<file path="src/rtl/cq_pkg.sv">
package cq_pkg;
  parameter int IN_W     = 25;
  parameter int IN_FRAC  = 23;
  parameter int OUT_W    = 16;
  parameter int OUT_FRAC = 15;
  parameter int N_COMP   = 2;

  localparam int DROP   = IN_FRAC - OUT_FRAC;
  localparam int MID_W  = IN_W + 1 - DROP;
  localparam int WORD_W = N_COMP * OUT_W;

  typedef logic signed [IN_W-1:0]  wide_t;
  typedef logic signed [MID_W-1:0] mid_t;
  typedef logic signed [OUT_W-1:0] q_t;
endpackage

</file>
<file path="src/rtl/cq_round.sv">
module cq_round
  import cq_pkg::*;
(
  input  wide_t din,
  output mid_t  dout
);
  localparam logic [IN_W:0] HALF = (IN_W+1)'(1) << (DROP - 1);

  logic [IN_W:0] biased;

  // widen by one bit so the bias never wraps
  assign biased = {din[IN_W-1], din} + HALF;
  assign dout   = mid_t'(biased[IN_W:DROP]);
endmodule

</file>
<file path="src/rtl/cq_sat.sv">
module cq_sat
  import cq_pkg::*;
(
  input  mid_t din,
  output q_t   dout,
  output logic clamped
);
  localparam int TOP_W = MID_W - OUT_W + 1;

  logic [TOP_W-1:0] top_bits;
  logic             fits;

  assign top_bits = din[MID_W-1:OUT_W-1];
  assign fits     = (&top_bits) | (~|top_bits);
  assign clamped  = ~fits;

  always_comb begin
    if (fits)
      dout = din[OUT_W-1:0];
    else if (din[MID_W-1])
      dout = {1'b1, {(OUT_W-1){1'b0}}};
    else
      dout = {1'b0, {(OUT_W-1){1'b1}}};
  end
endmodule

</file>
<file path="src/rtl/cq_stage.sv">
module cq_stage #(
  parameter int W = 8
) (
  input  logic         clk,
  input  logic         rst_n,
  input  logic         up_valid,
  output logic         up_ready,
  input  logic [W-1:0] up_data,
  output logic         dn_valid,
  input  logic         dn_ready,
  output logic [W-1:0] dn_data
);
  assign up_ready = ~dn_valid | dn_ready;

  always_ff @(posedge clk or negedge rst_n) begin
    if (!rst_n)        dn_valid <= 1'b0;
    else if (up_ready) dn_valid <= up_valid;
  end

  always_ff @(posedge clk or negedge rst_n) begin
    if (!rst_n)                    dn_data <= '0;
    else if (up_ready && up_valid) dn_data <= up_data;
  end


  stage_hold_chk: assert property (@(posedge clk) disable iff (!rst_n)
    dn_valid && !dn_ready |=> dn_valid && $stable(dn_data));
endmodule

</file>
<file path="src/rtl/cplx_q15_narrow.sv">
module cplx_q15_narrow
  import cq_pkg::*;
(
  input  logic                 clk,
  input  logic                 rst_n,
  input  logic                 in_valid,
  output logic                 in_ready,
  input  logic [IN_W-1:0]      in_re,
  input  logic [IN_W-1:0]      in_im,
  output logic                 out_valid,
  input  logic                 out_ready,
  output logic [WORD_W-1:0]    out_word,
  input  logic                 sat_clear,
  output logic                 sat_flag
);
  localparam int MID_BUS = N_COMP * MID_W;

  wide_t                comp_in [N_COMP];
  logic [MID_BUS-1:0]   mid_bus_in, mid_bus_s1;
  logic [WORD_W-1:0]    q_bus;
  logic [N_COMP-1:0]    comp_clamp;
  logic                 s1_valid, s1_ready;
  logic                 load_out, sat_any;

  // component 0 is real (upper), component 1 is imaginary (lower)
  assign comp_in[0] = wide_t'(in_re);
  assign comp_in[1] = wide_t'(in_im);

  for (genvar c = 0; c < N_COMP; c++) begin : g_round
    mid_t rnd;
    cq_round u_rnd (.din(comp_in[c]), .dout(rnd));
    assign mid_bus_in[(N_COMP-1-c)*MID_W +: MID_W] = rnd;
  end

  cq_stage #(.W(MID_BUS)) u_s1 (
    .clk(clk), .rst_n(rst_n),
    .up_valid(in_valid), .up_ready(in_ready), .up_data(mid_bus_in),
    .dn_valid(s1_valid), .dn_ready(s1_ready), .dn_data(mid_bus_s1)
  );

  for (genvar c = 0; c < N_COMP; c++) begin : g_sat
    q_t q;
    cq_sat u_sat (
      .din(mid_t'(mid_bus_s1[c*MID_W +: MID_W])),
      .dout(q),
      .clamped(comp_clamp[c])
    );
    assign q_bus[c*OUT_W +: OUT_W] = q;
  end

  cq_stage #(.W(WORD_W)) u_s2 (
    .clk(clk), .rst_n(rst_n),
    .up_valid(s1_valid), .up_ready(s1_ready), .up_data(q_bus),
    .dn_valid(out_valid), .dn_ready(out_ready), .dn_data(out_word)
  );

  assign load_out = s1_valid & s1_ready;
  assign sat_any  = |comp_clamp;

  always_ff @(posedge clk or negedge rst_n) begin
    if (!rst_n)                    sat_flag <= 1'b0;
    else if (load_out && sat_any)  sat_flag <= 1'b1;
    else if (sat_clear)            sat_flag <= 1'b0;
  end


  ready_pass_chk: assert property (@(posedge clk) disable iff (!rst_n)
    out_ready |-> in_ready);


  stall_hold_chk: assert property (@(posedge clk) disable iff (!rst_n)
    out_valid && !out_ready |=> out_valid && $stable(out_word));


  full_block_chk: assert property (@(posedge clk) disable iff (!rst_n)
    out_valid && s1_valid && !out_ready |-> !in_ready);


  flag_set_chk: assert property (@(posedge clk) disable iff (!rst_n)
    load_out && sat_any |=> sat_flag);


  flag_sticky_chk: assert property (@(posedge clk) disable iff (!rst_n)
    sat_flag && !sat_clear |=> sat_flag);


  flag_clear_chk: assert property (@(posedge clk) disable iff (!rst_n)
    sat_clear && !(load_out && sat_any) |=> !sat_flag);
endmodule

</file>
<file path="config.mk">
export PLATFORM = sky130hd
export DESIGN_NAME = cplx_q15_narrow
export DESIGN_NICKNAME = d
export VERILOG_FILES = /design/src/rtl/cq_pkg.sv /design/src/rtl/cq_round.sv /design/src/rtl/cq_sat.sv /design/src/rtl/cq_stage.sv /design/src/rtl/cplx_q15_narrow.sv
export SDC_FILE = /design/constraint.sdc
export NUM_CORES = 1
export LEC_CHECK = 0
export ABC_AREA = 1
export BUFFER_PORTS_ARGS = -buffer_cell sky130_fd_sc_hd__buf_4
export CORE_ASPECT_RATIO = 1.4
export CORE_MARGIN = 4
export CORE_UTILIZATION = 50
export CTS_BUF_LIST = sky130_fd_sc_hd__clkbuf_16
export CTS_CLUSTER_DIAMETER = 200
export CTS_CLUSTER_SIZE = 16
export DETAILED_ROUTE_END_ITERATION = 8
export GPL_ROUTABILITY_DRIVEN = 0
export PLACE_DENSITY = 0.77
export SLEW_MARGIN = 20
export SYNTH_ARGS = -nofsm -noshare
export SYNTH_HDL_FRONTEND = slang
export SYNTH_HIERARCHICAL = 1
export SYNTH_SLANG_ARGS = --single-unit
</file>
<file path="constraint.sdc">
create_clock -name clk -period 1.17 [get_ports clk]
set_input_delay 0.0585 -clock clk [delete_from_list [all_inputs] [get_ports clk]]
set_output_delay 0.0585 -clock clk [all_outputs]
set_load 0.05 [all_outputs]
</file>
==> run metrics <==
die width=roughly 86 um; Slew @ Worst Pin=0.406 ns; Hold Path Class=primary input to flop; peak supply drop=1260 uV; crit path max-delay cell type=dfrtp_2; CP Launch Type=flop; num ports=90; final setup fails=12; Static Leak=2.83 nW; FP Rows=39; GRT overflow=0; slowest stage delay, CP=0.42 ns; 1st-pass router iterations=4; Power Density=1880 nW/um^2; Fill cells=around 720; synth warn=6; layout cell share with drive strength beyond 1=0.233; vias in the first global route=between 3k and 4k; Buffers on Ports=75; flops & latches, synth=71; max-slew violations=0; clk sinks=71; unrepaired setup endpoints after global routing=true; Worst-path clk slew=around 0.050 ns; Reg area=about 1800 um^2; syn_area_per_cell=7.49 um^2; final hold slack=0.0377 ns; Netlist Area Pre-Place=4280 um^2; register area share after synthesis=0.415; failing checks=setup timing; Tcrit/Tclk final=1.07; Die ar.=10100 um^2; gr usage total=0.192; Final Hold Vio Count=0; Max H-tree Level=3; most frequent CP cell=buf_12; initial core utilization=0.519; Max FO, Critical Path=3; cells after synthesis=571; largest net degree at the start of global routing=38; Diodes inserted=0; Area growth syn-to-layout=22.0%; root buf cell=clkbuf_16; final wirelength=9.20 mm; Net Count, Synth=628; Die H=approximately 120 um; routed vias/inst=4.95; initial drt markers=about 160; Crit Path Category=flop to output pin; post-route setup slack=-0.0785 ns; initial antenna violation count=0; via count=3730; CTS tree=yes; max_slew headroom=0.729; CP arrival=roughly 1.2 ns; worst-skew pair later-pin latency=0.33 ns; status=finished, violations left; drt wl/cell=12.2 um; crit-path cells=nand2_4 > inv_4 > nand2_8 > buf_12 > buf_12; fin crit period=about 1.2 ns; post-synth cell types=26; Multi-input gate area=2190 um^2; Num CTS Buffers=9; core area=8250 um^2; NumNets Final=between 700 and 800; Max Root-Sink Buffers=2; first-pass GRT wire length=between 15 and 20 mm; CP Buf/Inv Count=3; Max-Cap Viols=0; HPWL Detailed=between 7 and 8 mm; antenna-violating nets left=0; final core utilization=0.633; pre-CTS setup slack=-0.0658 ns; Critical Path RT=~1.1 ns; top cell family by delay on the critical path=flip-flops; max frequency=801 MHz; crit end category=output pin; DRC=0; clk_skew=0.00477 ns
==> worst paths after layout <==
path / startpoint / endpoint / slack (ns) / cells past startpoint
setup reg to reg: u_s2/dn_valid / u_s1/dn_data[32] / -0.04 / 7
hold / removal: in_im[15] / u_s1/dn_data[7] / 0.04 / 4
min in group asynchronous: rst_n / u_s1/dn_data[7] / 0.20 / 2
hold reg to reg: u_s2/dn_data[4] / u_s2/dn_data[4] / 0.47 / 2
setup / recovery: u_s2/dn_valid / in_ready / -0.08 / 5
max in group asynchronous: rst_n / u_s2/dn_data[14] / 0.40 / 3
==> worst register-to-register path, delay by kind of cell (launching register included) <==
family	cells	cell delay, ns
buffers and inverters	3	0.37
flip-flops	1	0.42
AND/OR/NAND/NOR	4	0.36
==> stage by stage <==
step,cells,total power [mW],instance area [um^2],TNS [ns]
5_1_grt,753,10.4,5220,-4.69
3_5_place_dp,734,7.55,4900,-1.45
3_3_place_gp,734,7.46,4900,-0.839
6_report,753,9.80,5220,-0.271
4_1_cts,753,9.88,5210,-0.637
2_1_floorplan,571,6.37,4290,-6.57
==> where the power goes <==
group          total (mW)  switching, mW  internal [mW]
Clock                2.25          0.876           1.37
Combinational        4.09           2.81           1.28
Sequential           3.47          0.387           3.08
==> state kept, by name, indices dropped and copies added (netlist names) <==
name / flops
sat_flag: 1
u_s1/dn_valid: 1
u_s2/dn_valid: 1
u_s2/dn_data: 32
u_s1/dn_data: 36
==> cell usage in the layout, fill, tap and decap left out, types with 3 or more instances in the layout <==
cell	instances
nor2_1	30
nand2_1	267
nand3_2	22
nor2_2	10
nand4_1	4
nand2_2	4
nand2_4	5
clkbuf_16	9
clkinv_1	3
xnor2_1	14
dfrtp_1	69
xor2_1	8
buf_12	6
inv_1	26
nand3_1	66
buf_4	84
==> kinds of logic (layout without fill, tap and decap cells) <==
group	after synthesis	in the layout	share of synthesized area
buf+inv	53	133	0.0766
xor+xnor	22	22	0.0450
simple gates	415	415	0.443
compound gates	8	8	0.0140
fa+ha+maj	2	2	0.00585
flops	71	71	0.415
==> layer usage <==
| layer | part of all wire | wire (um) | up-vias | GRT usage |
|---|---|---|---|---|
| li1 | - | - | 1949 | - |
| met1 | 0.45 | 4130 | 1682 | 0.243 |
| met2 | 0.48 | 4440 | 82 | 0.313 |
| met3 | 0.045 | 410 | 17 | 0.0372 |
| met4 | 0.023 | 216 | 0 | 0.0848 |
| met5 | 0 | 0 | - | 0 |
==> synth_stat cells (all sizes together) <==
master / instances / area, um^2
o21ai: 4 / 27.5
o21bai: 2 / 22.5
nor3: 2 / 32.5
nand2: 277 / 1080
nand4: 4 / 25.0
clkbuf: 2 / 7.51
inv: 26 / 97.6
xor2: 8 / 70.1
ha: 2 / 25.0
a21oi: 2 / 10.0
nand3b: 2 / 15.0
nor2: 40 / 175
buf: 25 / 223
and2: 2 / 12.5
nand3: 88 / 551
dfrtp: 71 / 1780
xnor2: 14 / 123
==> repair_timing <==
action / in CTS / in global routing
hold buffers: 2 / 0
setup buffers: 2 / 0
endpoints found under the hold margin: 38 / 0
gates resized for setup: 5 / 2
setup endpoints to repair: 37 / 71
pin swaps: 1 / 1
==> final cells by class <==
cell class,count,share of cell area
Clock buffer,9,0.0432
Inverter,26,0.0192
Multi-Input combinational cell,447,0.420
Tap cell,102,0.0245
Clock inverter,6,0.00432
Sequential cell,71,0.341
Timing Repair Buffer,92,0.148
No activity file was read; power rests on OpenSTA's default activity.
